[src/rtl/qwb_pkg.sv]
package qwb_pkg;
  localparam int CODE_W = 8;
  localparam int POT_W  = 2;
  localparam int REG_W  = 2;

  typedef enum logic [2:0] {
    OP_NOP       = 3'd0,
    OP_WR_WIPER  = 3'd1,
    OP_WR_PRESET = 3'd2,
    OP_LOAD      = 3'd3,
    OP_STORE     = 3'd4,
    OP_UP        = 3'd5,
    OP_DOWN      = 3'd6,
    OP_RSVD      = 3'd7
  } op_e;

  typedef struct packed {
    logic              wrWiper;
    logic              wrPreset;
    logic              loadWiper;
    logic              storePreset;
    logic              stepUp;
    logic              stepDown;
    logic [POT_W-1:0]  pot;
    logic [REG_W-1:0]  sel;
    logic [CODE_W-1:0] data;
  } strobe_t;
endpackage

[src/rtl/qwb_ctrl.sv]
module qwb_ctrl
  import qwb_pkg::*;
(
  input  logic              cmdValid,
  input  logic [2:0]        cmdOp,
  input  logic [POT_W-1:0]  potSel,
  input  logic [REG_W-1:0]  regSel,
  input  logic [CODE_W-1:0] dataIn,
  output strobe_t           strobe
);
  op_e opCode;
  assign opCode = op_e'(cmdOp);

  always_comb begin
    strobe             = '0;
    strobe.pot         = potSel;
    strobe.sel         = regSel;
    strobe.data        = dataIn;
    if (cmdValid) begin
      unique case (opCode)
        OP_WR_WIPER:  strobe.wrWiper     = 1'b1;
        OP_WR_PRESET: strobe.wrPreset    = 1'b1;
        OP_LOAD:      strobe.loadWiper   = 1'b1;
        OP_STORE:     strobe.storePreset = 1'b1;
        OP_UP:        strobe.stepUp      = 1'b1;
        OP_DOWN:      strobe.stepDown    = 1'b1;
        default:      ;
      endcase
    end
  end
endmodule

[src/rtl/qwb_datapath.sv]
module qwb_datapath
  import qwb_pkg::*;
#(
  parameter int NUM_POTS = 4,
  parameter int NUM_REGS = 4
) (
  input  logic                         clk,
  input  logic                         rst_n,
  input  strobe_t                      strobe,
  input  logic [POT_W-1:0]             rdPot,
  input  logic [REG_W-1:0]             rdReg,
  input  logic                         rdWiper,
  output logic [CODE_W-1:0]            rdData,
  output logic [NUM_POTS*CODE_W-1:0]   wiperCodes,
  output logic [NUM_POTS*(1<<CODE_W)-1:0] tapSel
);
  localparam int TAPS = 1 << CODE_W;
  localparam logic [CODE_W-1:0] CODE_MAX = '1;
  localparam logic [CODE_W-1:0] CODE_MIN = '0;

  logic [CODE_W-1:0] wiperReg  [NUM_POTS];
  logic [CODE_W-1:0] presetReg [NUM_POTS][NUM_REGS];

  for (genvar p = 0; p < NUM_POTS; p++) begin : g_pot
    logic hit;
    assign hit = (strobe.pot == POT_W'(p));

    always_ff @(posedge clk or negedge rst_n) begin
      if (!rst_n) begin
        wiperReg[p] <= '0;
      end else if (hit) begin
        if (strobe.wrWiper)
          wiperReg[p] <= strobe.data;
        else if (strobe.loadWiper)
          wiperReg[p] <= presetReg[p][strobe.sel];
        else if (strobe.stepUp && wiperReg[p] != CODE_MAX)
          wiperReg[p] <= wiperReg[p] + 1'b1;
        else if (strobe.stepDown && wiperReg[p] != CODE_MIN)
          wiperReg[p] <= wiperReg[p] - 1'b1;
      end
    end

    for (genvar r = 0; r < NUM_REGS; r++) begin : g_reg
      logic regHit;
      assign regHit = hit && (strobe.sel == REG_W'(r));
      always_ff @(posedge clk or negedge rst_n) begin
        if (!rst_n)
          presetReg[p][r] <= '0;
        else if (regHit && strobe.wrPreset)
          presetReg[p][r] <= strobe.data;
        else if (regHit && strobe.storePreset)
          presetReg[p][r] <= wiperReg[p];
      end
    end

    assign wiperCodes[p*CODE_W +: CODE_W] = wiperReg[p];
    assign tapSel[p*TAPS +: TAPS] = {{(TAPS-1){1'b0}}, 1'b1} << wiperReg[p];
  end

  always_comb begin
    if (rdWiper) rdData = wiperReg[rdPot];
    else         rdData = presetReg[rdPot][rdReg];
  end
endmodule

[src/rtl/quad_wiper_bank.sv]
module quad_wiper_bank
  import qwb_pkg::*;
#(
  parameter int NUM_POTS = 4,
  parameter int NUM_REGS = 4
) (
  input  logic                             clk,
  input  logic                             rst_n,
  input  logic                             cmdValid,
  input  logic [2:0]                       cmdOp,
  input  logic [POT_W-1:0]                 potSel,
  input  logic [REG_W-1:0]                 regSel,
  input  logic [CODE_W-1:0]                dataIn,
  input  logic [POT_W-1:0]                 rdPot,
  input  logic [REG_W-1:0]                 rdReg,
  input  logic                             rdWiper,
  output logic [CODE_W-1:0]                rdData,
  output logic [NUM_POTS*CODE_W-1:0]       wiperCodes,
  output logic [NUM_POTS*(1<<CODE_W)-1:0]  tapSel
);
  strobe_t strobe;

  qwb_ctrl u_ctrl (
    .cmdValid (cmdValid),
    .cmdOp    (cmdOp),
    .potSel   (potSel),
    .regSel   (regSel),
    .dataIn   (dataIn),
    .strobe   (strobe)
  );

  qwb_datapath #(.NUM_POTS(NUM_POTS), .NUM_REGS(NUM_REGS)) u_dp (
    .clk        (clk),
    .rst_n      (rst_n),
    .strobe     (strobe),
    .rdPot      (rdPot),
    .rdReg      (rdReg),
    .rdWiper    (rdWiper),
    .rdData     (rdData),
    .wiperCodes (wiperCodes),
    .tapSel     (tapSel)
  );
endmodule

[config.mk]
export PLATFORM = sky130hd
export DESIGN_NAME = quad_wiper_bank
export DESIGN_NICKNAME = d
export VERILOG_FILES = /design/src/rtl/qwb_pkg.sv /design/src/rtl/qwb_ctrl.sv /design/src/rtl/qwb_datapath.sv /design/src/rtl/quad_wiper_bank.sv
export SDC_FILE = /design/constraint.sdc
export NUM_CORES = 1
export LEC_CHECK = 0
export BUFFER_PORTS_ARGS = -buffer_cell sky130_fd_sc_hd__buf_4
export CORE_AREA = 2 2 429 431
export DETAILED_ROUTE_END_ITERATION = 12
export DIE_AREA = 0 0 431 433
export SYNTH_ARGS = -nofsm -noshare
export SYNTH_HDL_FRONTEND = slang
export SYNTH_HIERARCHICAL = 1
export SYNTH_SLANG_ARGS = --single-unit
export TNS_END_PERCENT = 50
[constraint.sdc]
create_clock -name clk -period 3 [get_ports clk]
set_input_delay 0.6 -clock clk [delete_from_list [all_inputs] [get_ports clk]]
set_output_delay 0.6 -clock clk [all_outputs]
set_load 0.01 [all_outputs]
# After elaboration in Yosys (flattened, before gate mapping)
# Index checks and enable logic that the tools add are counted.
totals:
  regBits: 160
op_classes:
  eq_ne: 16
  muxes: 77
  reduce_logical: 86
  addsub: 8
  n_lt_le_gt_ge: 3
  n_bitwise: 3
  shift: 4
ops:
  columns: ["op", "count"]
  rows:
  - ["<< shifter 1 x 8 -> 256 bit (first input constant)", 4]
  - ["two-way mux 8 bit", 61]
  - ["binary-select mux 8 bit (select 2 bit)", 6]
  - ["binary-select mux 32 bit (select 2 bit)", 1]
  - ["two-way mux 32 bit", 2]
  - ["logical AND 1 bit", 56]
  - ["adder 8 x 1 -> 8 bit (second input constant)", 4]
  - ["inequality test 8 bit (second input constant)", 4]
  - ["nonzero test 2 bit", 16]
  - ["nonzero test 8 bit", 4]
  - ["subtractor 8 x 1 -> 8 bit (second input constant)", 4]
  - ["nonzero test 4 bit", 4]
  - ["== test 3 bit (second input constant)", 3]
  - [">= comparator 3 bit (second input constant)", 3]
  - ["inverter 2 -> 3 bit", 3]
  - ["== test 2 bit (second input constant)", 4]
  - ["AND reduction 2 bit", 4]
  - ["== test 3 x 2 -> 1 bit (second input constant)", 2]
  - ["two-way mux 1 bit", 6]
  - ["two-way mux 6 bit", 1]
  - ["== test 2 x 1 -> 1 bit (second input constant)", 2]
  - ["logical NOT 2 bit", 2]
  - ["== test 3 x 1 -> 1 bit (second input constant)", 1]

# Logic depth before layout (Yosys ltp)
# Gate-level depths: netlist of run 1.
logic_depth:
  word_depth: 8
  ltp_mapped: 10
  mapped_depth_nobuf: 9

# By module
# The synthesis of run 1 kept the hierarchy.
modules_own_cells:
  columns: ["module", "n_inst", "area_each_um2", "cells_per_inst"]
  rows:
  - ["qwb_datapath", 1, 15935.3, 2437]
  - ["qwb_ctrl", 1, 160.2, 18]

# Least setup slack after synthesis of run 1
# No wires, ideal clock.
synth_timing:
  path_type: "in2reg"
  startpoint: "in cmdOp[1]"
  endpoint: "reg u_dp.wiperReg (netlist bit u_dp/wiperCodes[6])"
  t_arrival_ps: 2950
  setup_slack_ps: -94
  n_path_buf: 1
  stages: 9
  cell_sequence: "and4b_2 clkbuf_1 o21ai_0 fa_1 a211oi_1 o21ai_0 mux2i_1 o311ai_0 a22oi_1"
synth_via:
  elab_chain_len: 7
  word_cells_on_any_way: 16
  cone_classes: "eq/ne: 4; mux: 8; reduce/logical: 4"
synth_rtl:
  columns: ["element", "line", "source"]
  rows:
  - ["start, declared", "quad_wiper_bank.sv:10", "input logic [2:0] cmdOp,"]
  - ["== test 3 bit", "qwb_ctrl.sv:20", "unique case (opCode)"]
  - ["two-way mux 1 bit", "qwb_ctrl.sv:20", null]
  - ["two-way mux 6 bit *", "qwb_ctrl.sv:19", "if (cmdValid) begin"]
  - ["logical AND 1 bit", "qwb_datapath.sv:36", "else if (strobe.stepUp && wiperReg[p] != CODE_MAX)"]
  - ["two-way mux 8 bit", "qwb_datapath.sv:36", null]
  - ["two-way mux 8 bit", "qwb_datapath.sv:34", "else if (strobe.loadWiper)"]
  - ["two-way mux 8 bit", "qwb_datapath.sv:32", "if (strobe.wrWiper)"]
  - ["end signal, assigned by index", "qwb_datapath.sv:33", "wiperReg[p] <= strobe.data;"]
  - ["end signal, assigned by index", "qwb_datapath.sv:35", "wiperReg[p] <= presetReg[p][strobe.sel];"]
  - ["end signal, assigned by index", "qwb_datapath.sv:37", "wiperReg[p] <= wiperReg[p] + 1'b1;"]
  - ["end, declared", "qwb_datapath.sv:21", "logic [CODE_W-1:0] wiperReg [NUM_POTS];"]
# Every way passes the cells marked *; elsewhere a longest branch is shown, timed or not.
# A chain may end at the register's enable or synchronous reset.

# Worst setup path after layout of run 1
layout_timing:
  startpoint: "reg u_dp.wiperReg (netlist bit u_dp/wiperCodes[30])"
  endpoint: "out tapSel[873]"
layout_via:
  elab_chain_len: 1
layout_rtl:
  columns: ["element", "line", "source"]
  rows:
  - ["<< shifter 1 x 8 -> 256 bit", "qwb_datapath.sv:57", "assign tapSel[p*TAPS +: TAPS] = {{(TAPS-1){1'b0}}, 1'b1} << wiperReg[p];"]
  - ["end, declared", "quad_wiper_bank.sv:19", "output logic [NUM_POTS*(1<<CODE_W)-1:0] tapSel"]
# No other way between the ends.

==> flow_metrics.tcl, run 1 <==
set metrics [dict create \
    holdBufCountCts 0 \
    cp-end-kind "output pin" \
    startpoint_type "flip-flop" \
    dr_wl_met2_um 64800 \
    via_count 23522 \
    grt_overflow 0 \
    p_per_area_nw_per_um2 632 \
    drv_slew 0 \
    m1WireLength_um 51700 \
    die-area_sq_um 187000 \
    highest_layer "met4" \
    syn_area_sq_um 16100 \
    setup_tns_ns 0 \
    p_leak_nw 12.9 \
    numPortBuffers 1086 \
    wire_per_inst_um 22.0 \
    wirelength_um 132000 \
    layout-area-overhead-vs-synth_pct 83.0 \
    grt_pass1_vias 20321 \
    synth_cell_type_count 69 \
    grt_setup_unrepaired "yes" \
    finalHoldViolCount 0 \
    vias_per_cell 3.90 \
    synth_xor_area_share_pct 0.762 \
    met3_length_um 11700 \
    clkLatencyLatePin_ns 0.44 \
    synth_adder_area_share_pct 2.67 \
    ant_nets 0 \
    cts_sinks 160 \
    grt_start_max_net_pins 57 \
    die_h_um 433 \
    ys_ff_latch 160 \
    fin_crit_sh_pct 99.8 \
    finalSetupViolCount 0 \
    dpl-instance-area_sq_um 28700 \
    synth-edff-count 0 \
    die_x_um 431 \
    yosys.area_share.simple_pct 38.4 \
    first_pass_iters 6 \
    crit_type "reg -> out" \
    coreArea_sq_um 182000 \
    place_hpwl_um 110000 \
    pin_count 1087 \
    final_cell_area_sq_um 29500 \
    cts_tree "yes" \
    yosysSeqAreaShare_pct 24.9 \
    drive_gt1_share_pct 43.3 \
    period_minus_slack_ns 2.99 \
    cap_violations 0 \
    synth_compound_area_share_pct 12.2 \
    finClkSkew_ns 0.0113 \
    postSynthCellCount 2455 \
    antenna_found_initial 17 \
    place.gp.congestion 0.934 \
    cts_max_path_buffers 2 \
    syn_nets 2510 \
    synth.mux.area_fraction_pct 14.2 \
    worst_hold_slack_ns 0.143 \
    synth_ff_type "dfrtp_1" \
    worstPathArrival_ns 2.39 \
    path_max_fanout 16 \
    async_reset_ff_share_pct 100 \
    hold_class "in -> async" \
    nNetsFinal 3674 \
    initial_core_util_pct 8.84 \
    drcViolationCount 0 \
    syn-mean-instance-area_sq_um 6.56 \
    yosys_warnings 6 \
    drtIter0Drc 3002 \
    synth_top_family_by_area "simple AND/OR/NAND/NOR gates" \
    max_slew_margin_pct 49.0 \
    clk_pin_slew_ns 0.06 \
    outcome "complete, no violations" \
    clock.fmax_ghz 0.334 \
    grt_first_pass_wirelength_um 173000 \
    ir_worst_vdd_uv 415 \
    htree_num_levels 4 \
    cts-root-buf "clkbuf_16" \
    row_count 157 \
    tightest_slew_ns 0.763 \
    cts_buffers 17 \
    cp.required_ns 2.40 \
    grt_usage_pct 13.1 \
]
-- layer usage --
layer,GRT usage (%),vias to the layer above
met3,2.56,162
met2,22.0,1416
met1,16.5,11505
met5,0,-
met4,4.36,0
li1,-,10439
-- worst max-delay path: stages (launching register included) --
cell	delay, ns
dfrtp_1	0.39
buf_4	0.26
nor2b_1	0.36
nand2_1	0.54
nor2_1	0.25
buf_4	0.15
-- repair_timing --
action | in CTS | in global routing
buffers inserted | 2 | 0
gates resized for setup | 18 | 29
endpoints found under the setup margin | 160 | 309
pin swaps | 0 | 0
-- power by group --
part           leakage, nW  internal [mW]  switching [mW]
Sequential            2.06           2.70           0.667
Combinational         10.5           4.40            8.58
Clock                0.288           1.29           0.980
Total                 12.9           8.39            10.2
-- Yosys cell counts (5+ instances only) --
cell	count	area [sq um]
nand3b_1	7	52.6
a21oi_1	86	430
nor3b_1	6	45.0
a221oi_1	5	43.8
nand4_1	6	37.5
xnor2_1	10	87.6
o22ai_1	28	175
o31ai_1	12	90.1
buf_2	25	125
a221o_1	8	80.1
nand2b_1	17	106
mux2i_1	49	490
or3_1	6	37.5
nand2_1	220	826
inv_1	22	82.6
o21ai_0	97	485
clkbuf_1	181	679
a31oi_1	8	50.1
o21ai_1	8	40.0
mux4_2	72	1620
o221ai_1	5	43.8
nor2_1	1130	4240
mux2_2	15	169
o2111ai_1	5	43.8
nor3_1	21	105
and3_1	7	43.8
dfrtp_1	160	4000
o211ai_1	8	60.1
buf_4	16	120
a211oi_1	13	97.6
buf_1	20	75.1
ha_1	28	350
nand3_1	43	215
nor2b_1	36	225
a21boi_0	5	37.5
-- path summary, 6_finish.rpt --
check | start | end | slack [ns] | depth (start not counted)
max in group asynchronous | rst_n | u_dp/presetReg[79]$_DFFE_PN0P_ | 2.11 | 2
min in group clk | u_dp/presetReg[16]$_DFFE_PN0P_ | u_dp/presetReg[16]$_DFFE_PN0P_ | 0.51 | 2
min | rst_n | u_dp/wiperCodes[19]$_DFFE_PN0P_ | 0.14 | 1
max reg2reg | u_dp/wiperCodes[6]$_DFFE_PN0P_ | u_dp/wiperCodes[6]$_DFFE_PN0P_ | 0.23 | 9
min reg2reg | u_dp/presetReg[16]$_DFFE_PN0P_ | u_dp/presetReg[16]$_DFFE_PN0P_ | 0.51 | 2
max | u_dp/wiperCodes[30]$_DFFE_PN0P_ | tapSel[873] | 0.007 | 5
-- cell families after synthesis --
| kind of cell | Yosys count |
|---|---|
| simple gates | 1527 |
| xor+xnor | 14 |
| compound gates | 319 |
| buf+inv | 267 |
| fa+ha+maj | 32 |
| flops | 160 |
| mux | 136 |
-- layout by cell type, fill, tap and decap left out, types with 6 or more instances in the layout --
| cell type | count |
|---|---|
| a211oi_1 | 13 |
| a21oi_1 | 86 |
| a221o_1 | 8 |
| a31oi_1 | 8 |
| and3_1 | 7 |
| buf_12 | 15 |
| buf_4 | 1373 |
| clkbuf_16 | 17 |
| dfrtp_1 | 157 |
| diode_2 | 12 |
| ha_1 | 28 |
| inv_1 | 21 |
| mux2_2 | 15 |
| mux2i_1 | 49 |
| mux4_2 | 72 |
| nand2_1 | 195 |
| nand2_2 | 25 |
| nand2b_1 | 17 |
| nand3_1 | 35 |
| nand3_2 | 9 |
| nand3b_1 | 7 |
| nand4_1 | 6 |
| nor2_1 | 1125 |
| nor2b_1 | 32 |
| nor3_1 | 20 |
| o211ai_1 | 8 |
| o21ai_0 | 96 |
| o21ai_1 | 9 |
| o22ai_1 | 28 |
| o31ai_1 | 12 |
| xnor2_1 | 10 |
-- state kept, by name, indices dropped and copies added, names as in the netlist --
name             flops
u_dp/presetReg     128
u_dp/wiperCodes     32
-- stage by stage --
step | power (mW) | cells | utilization (%) | setup slack (ns)
detailed placement | 16.2 | 5983 | 15.7 | -0.194
floorplan | 9.15 | 2455 | - | -0.0480
global placement | 16.1 | 5983 | 15.7 | -0.156
global route | 19.7 | 6020 | 16.2 | -0.158
CTS | 18.6 | 6017 | 16.1 | -0.0693
finish | 18.6 | 6029 | 16.2 | 0.00731
-- cell type report --
class / instances / area (sq um)
timing repair buffer: 1389 / 10600
sequential: 160 / 4010
inverter: 23 / 90.1
antenna: 12 / 30.0
fill: 20662 / 153000
tap: 2385 / 2980
clock buffer: 20 / 457
multi-input combinational: 2028 / 11100
clock inverter: 12 / 145
No activity file was read; power rests on OpenSTA's default activity.
==> inputs of run 2 (changes only) <==
--- a/config.mk
+++ b/config.mk
@@ -5,10 +5,11 @@
 export SDC_FILE = /design/constraint.sdc
 export NUM_CORES = 1
 export LEC_CHECK = 0
+export ABC_AREA = 1
 export BUFFER_PORTS_ARGS = -buffer_cell sky130_fd_sc_hd__buf_4
-export CORE_AREA = 2 2 429 431
+export CORE_AREA = 2 2 423 425
 export DETAILED_ROUTE_END_ITERATION = 12
-export DIE_AREA = 0 0 431 433
+export DIE_AREA = 0 0 425 427
 export SYNTH_ARGS = -nofsm -noshare
 export SYNTH_HDL_FRONTEND = slang
 export SYNTH_HIERARCHICAL = 1
==> flow_metrics.tcl, run 2 <==
set metrics [dict create \
    postSynthCellCount 3600 \
    regMostFlops "u_dp/presetReg" \
    m1WireLength_um 71900 \
    die-area_sq_um 181000 \
    grt_pass1_vias 28020 \
    synth-edff-count 0 \
    grt_overflow 0 \
    p_leak_nw 15.9 \
    place.gp.congestion 1.05 \
    grt_setup_unrepaired "yes" \
    row_count 155 \
    initial_core_util_pct 10.7 \
    synth_top_area_share_pct 22.5 \
    syn-mean-instance-area_sq_um 5.28 \
    slowest_stage "dfrtp_2" \
    cts_tree "yes" \
    htree_num_levels 4 \
    setup_slack_ns -0.0970 \
    rr_worst_depth 13 \
    ir_worst_vdd_uv 658 \
    pin_count 1087 \
    hold_class "in -> async" \
    yosysSeqAreaShare_pct 21.1 \
    clk_pin_slew_ns 0.08 \
    cts_sinks 160 \
    cp-end-kind "output pin" \
    antenna_found_initial 8 \
    dpl-instance-area_sq_um 31700 \
    stdcell_count 7169 \
    setup_tns_ns -0.316 \
    max_slew_margin_pct 42.7 \
    largest_register_ffs 128 \
    violations "negative setup slack" \
    nNetsFinal 4851 \
    finClkSkew_ns 0.0117 \
    yosysTopAreaCell "nor2_1" \
    critPathMaxStageDelay_ns 0.55 \
    path_buf_inv 3 \
    die_h_um 427 \
    final_common_cell "buf_4" \
    async_reset_ff_share_pct 100 \
    yosys_warnings 6 \
    netlist_top_cells_count "nor2_1, nand2_1, inv_1" \
    dr_wl_met2_um 90400 \
    grt_usage_pct 19.3 \
    met3_length_um 15400 \
    finalPower_mw 21.8 \
    worstPathArrival_ns 2.50 \
    drtIter0Drc 3559 \
    r2r_end "u_dp/wiperCodes[27]$_DFFE_PN0P_" \
    place_hpwl_um 156000 \
    clkLatencyLatePin_ns 0.48 \
    crit_type "reg -> out" \
    fin_util_pct 19.1 \
    layout-area-overhead-vs-synth_pct 77.8 \
    multi_input_area_sq_um 13200 \
    synth_ff_type "dfrtp_1" \
    synth_cell_type_count 47 \
    wire_per_inst_um 26.0 \
    nFillCells 20632 \
    ant_nets 0 \
    drcViolationCount 0 \
    tightest_slew_ns 0.859 \
    syn_area_sq_um 19000 \
    cts_buffers 17 \
    coreArea_sq_um 177000 \
    pre_cts_slack_ns -0.237 \
    p_per_area_nw_per_um2 644 \
    crit_family "buffers and inverters" \
    clock.fmax_ghz 0.323 \
    numPortBuffers 1086 \
    dp_cells 7092 \
    final_cell_area_sq_um 33800 \
    rr_startpoint "u_dp/wiperCodes[30]$_DFFE_PN0P_" \
    drive_gt1_share_pct 38.1 \
    worst_hold_slack_ns 0.0593 \
    cap_violations 0 \
    highest_layer "met5" \
    drv_slew 0 \
    wirelength_um 187000 \
    syn_nets 3655 \
    seqCellArea_sq_um 4040 \
    cts-root-buf "clkbuf_16" \
    path_max_fanout 64 \
    die_x_um 425 \
    cp.required_ns 2.40 \
    fin_crit_sh_pct 103 \
    outcome "finished, violations left" \
    grt_start_max_net_pins 97 \
    via_count 30813 \
    grt_first_pass_wirelength_um 244000 \
    ys_top_cells_by_area "nor2_1, dfrtp_1, nand2_1, inv_1, nor3_1" \
    finalSetupViolCount 13 \
    crit_chain "buf_6, nand2_2, buf_12, nor3_1, buf_4" \
    cts_max_path_buffers 2 \
    first_pass_iters 6 \
    synth.most_common_cell "nor2_1" \
    final_cell_mix "buf_4, nor2_1, nand2_1, inv_1, o21ai_0" \
    ff2ff_setup_slack_ns 0.12 \
    period_minus_slack_ns 3.10 \
    startpoint_type "flip-flop" \
    vias_per_cell 4.30 \
    ys_ff_latch 160 \
    finalHoldViolCount 0 \
]
==> run 2: worst register-to-register path, cell delays in order, from the launching register on <==
cell,delay (ns)
dfrtp_2,0.55
nand2_2,0.10
nor2_1,0.16
nand2_1,0.26
nand2_1,0.38
ha_1,0.35
nand3_1,0.11
nand3_1,0.13
xor2_1,0.19
nand2_1,0.08
nand2_1,0.07
a21boi_1,0.19
o21ai_1,0.08
buf_4,0.13
==> run 2: worst max-delay path by stage <==
| stage | to | from | cells past startpoint |
|---|---|---|---|
| 5_1_grt | tapSel[1] | u_dp/wiperCodes[0]$_DFFE_PN0P_ | 9 |
| 3_5_place_dp | rdData[2] | rdPot[1] | 9 |
| 3_3_place_gp | rdData[2] | rdPot[1] | 9 |
| 4_1_cts | rdData[5] | u_dp/wiperCodes[21]$_DFFE_PN0P_ | 7 |
| 6_report | tapSel[883] | u_dp/wiperCodes[30]$_DFFE_PN0P_ | 5 |
| 2_1_floorplan | u_dp/wiperCodes[23]$_DFFE_PN0P_ | cmdOp[1] | 16 |
==> run 2: final cells by class <==
type | count | area share [%]
antenna | 5 | 0.0370
inverter | 420 | 4.82
tap | 2355 | 8.72
clock inverter | 15 | 0.433
multi-input combinational | 2740 | 39.2
timing repair buffer | 1457 | 33.6
sequential | 160 | 12.0
clock buffer | 17 | 1.26
==> run 2: cell families after synthesis <==
group / Yosys count / synth area share, %
XOR/XNOR: 10 / 0.461
AND/OR/NAND/NOR: 2251 / 48.4
AO/OA/AOI/OAI: 444 / 13.0
multiplexers: 3 / 0.158
adder cells (fa/ha/maj): 32 / 2.27
buffers and inverters: 700 / 14.6
flip-flops: 160 / 21.1
==> run 2: report_power, final <==
| part | internal [mW] | switching (mW) | total (mW) |
|---|---|---|---|
| Combinational | 4.36 | 11.3 | 15.7 |
| Sequential | 2.79 | 1.02 | 3.81 |
| Clock | 1.17 | 1.09 | 2.26 |
| Total | 8.32 | 13.4 | 21.8 |
==> run 2: repair_timing <==
action	4_1_cts	5_1_grt
setup buffers	21	19
pin swaps	6	15
hold buffers	0	0
resized for setup	185	166
endpoints found under the setup margin	580	398
==> run 2: per-layer routing <==
layer / GRT usage, % / up-vias
met3: 4.30 / 265
met5: 1.43 / -
met1: 23.1 / 15040
met4: 7.96 / 6
met2: 32.8 / 1736
li1: - / 13766
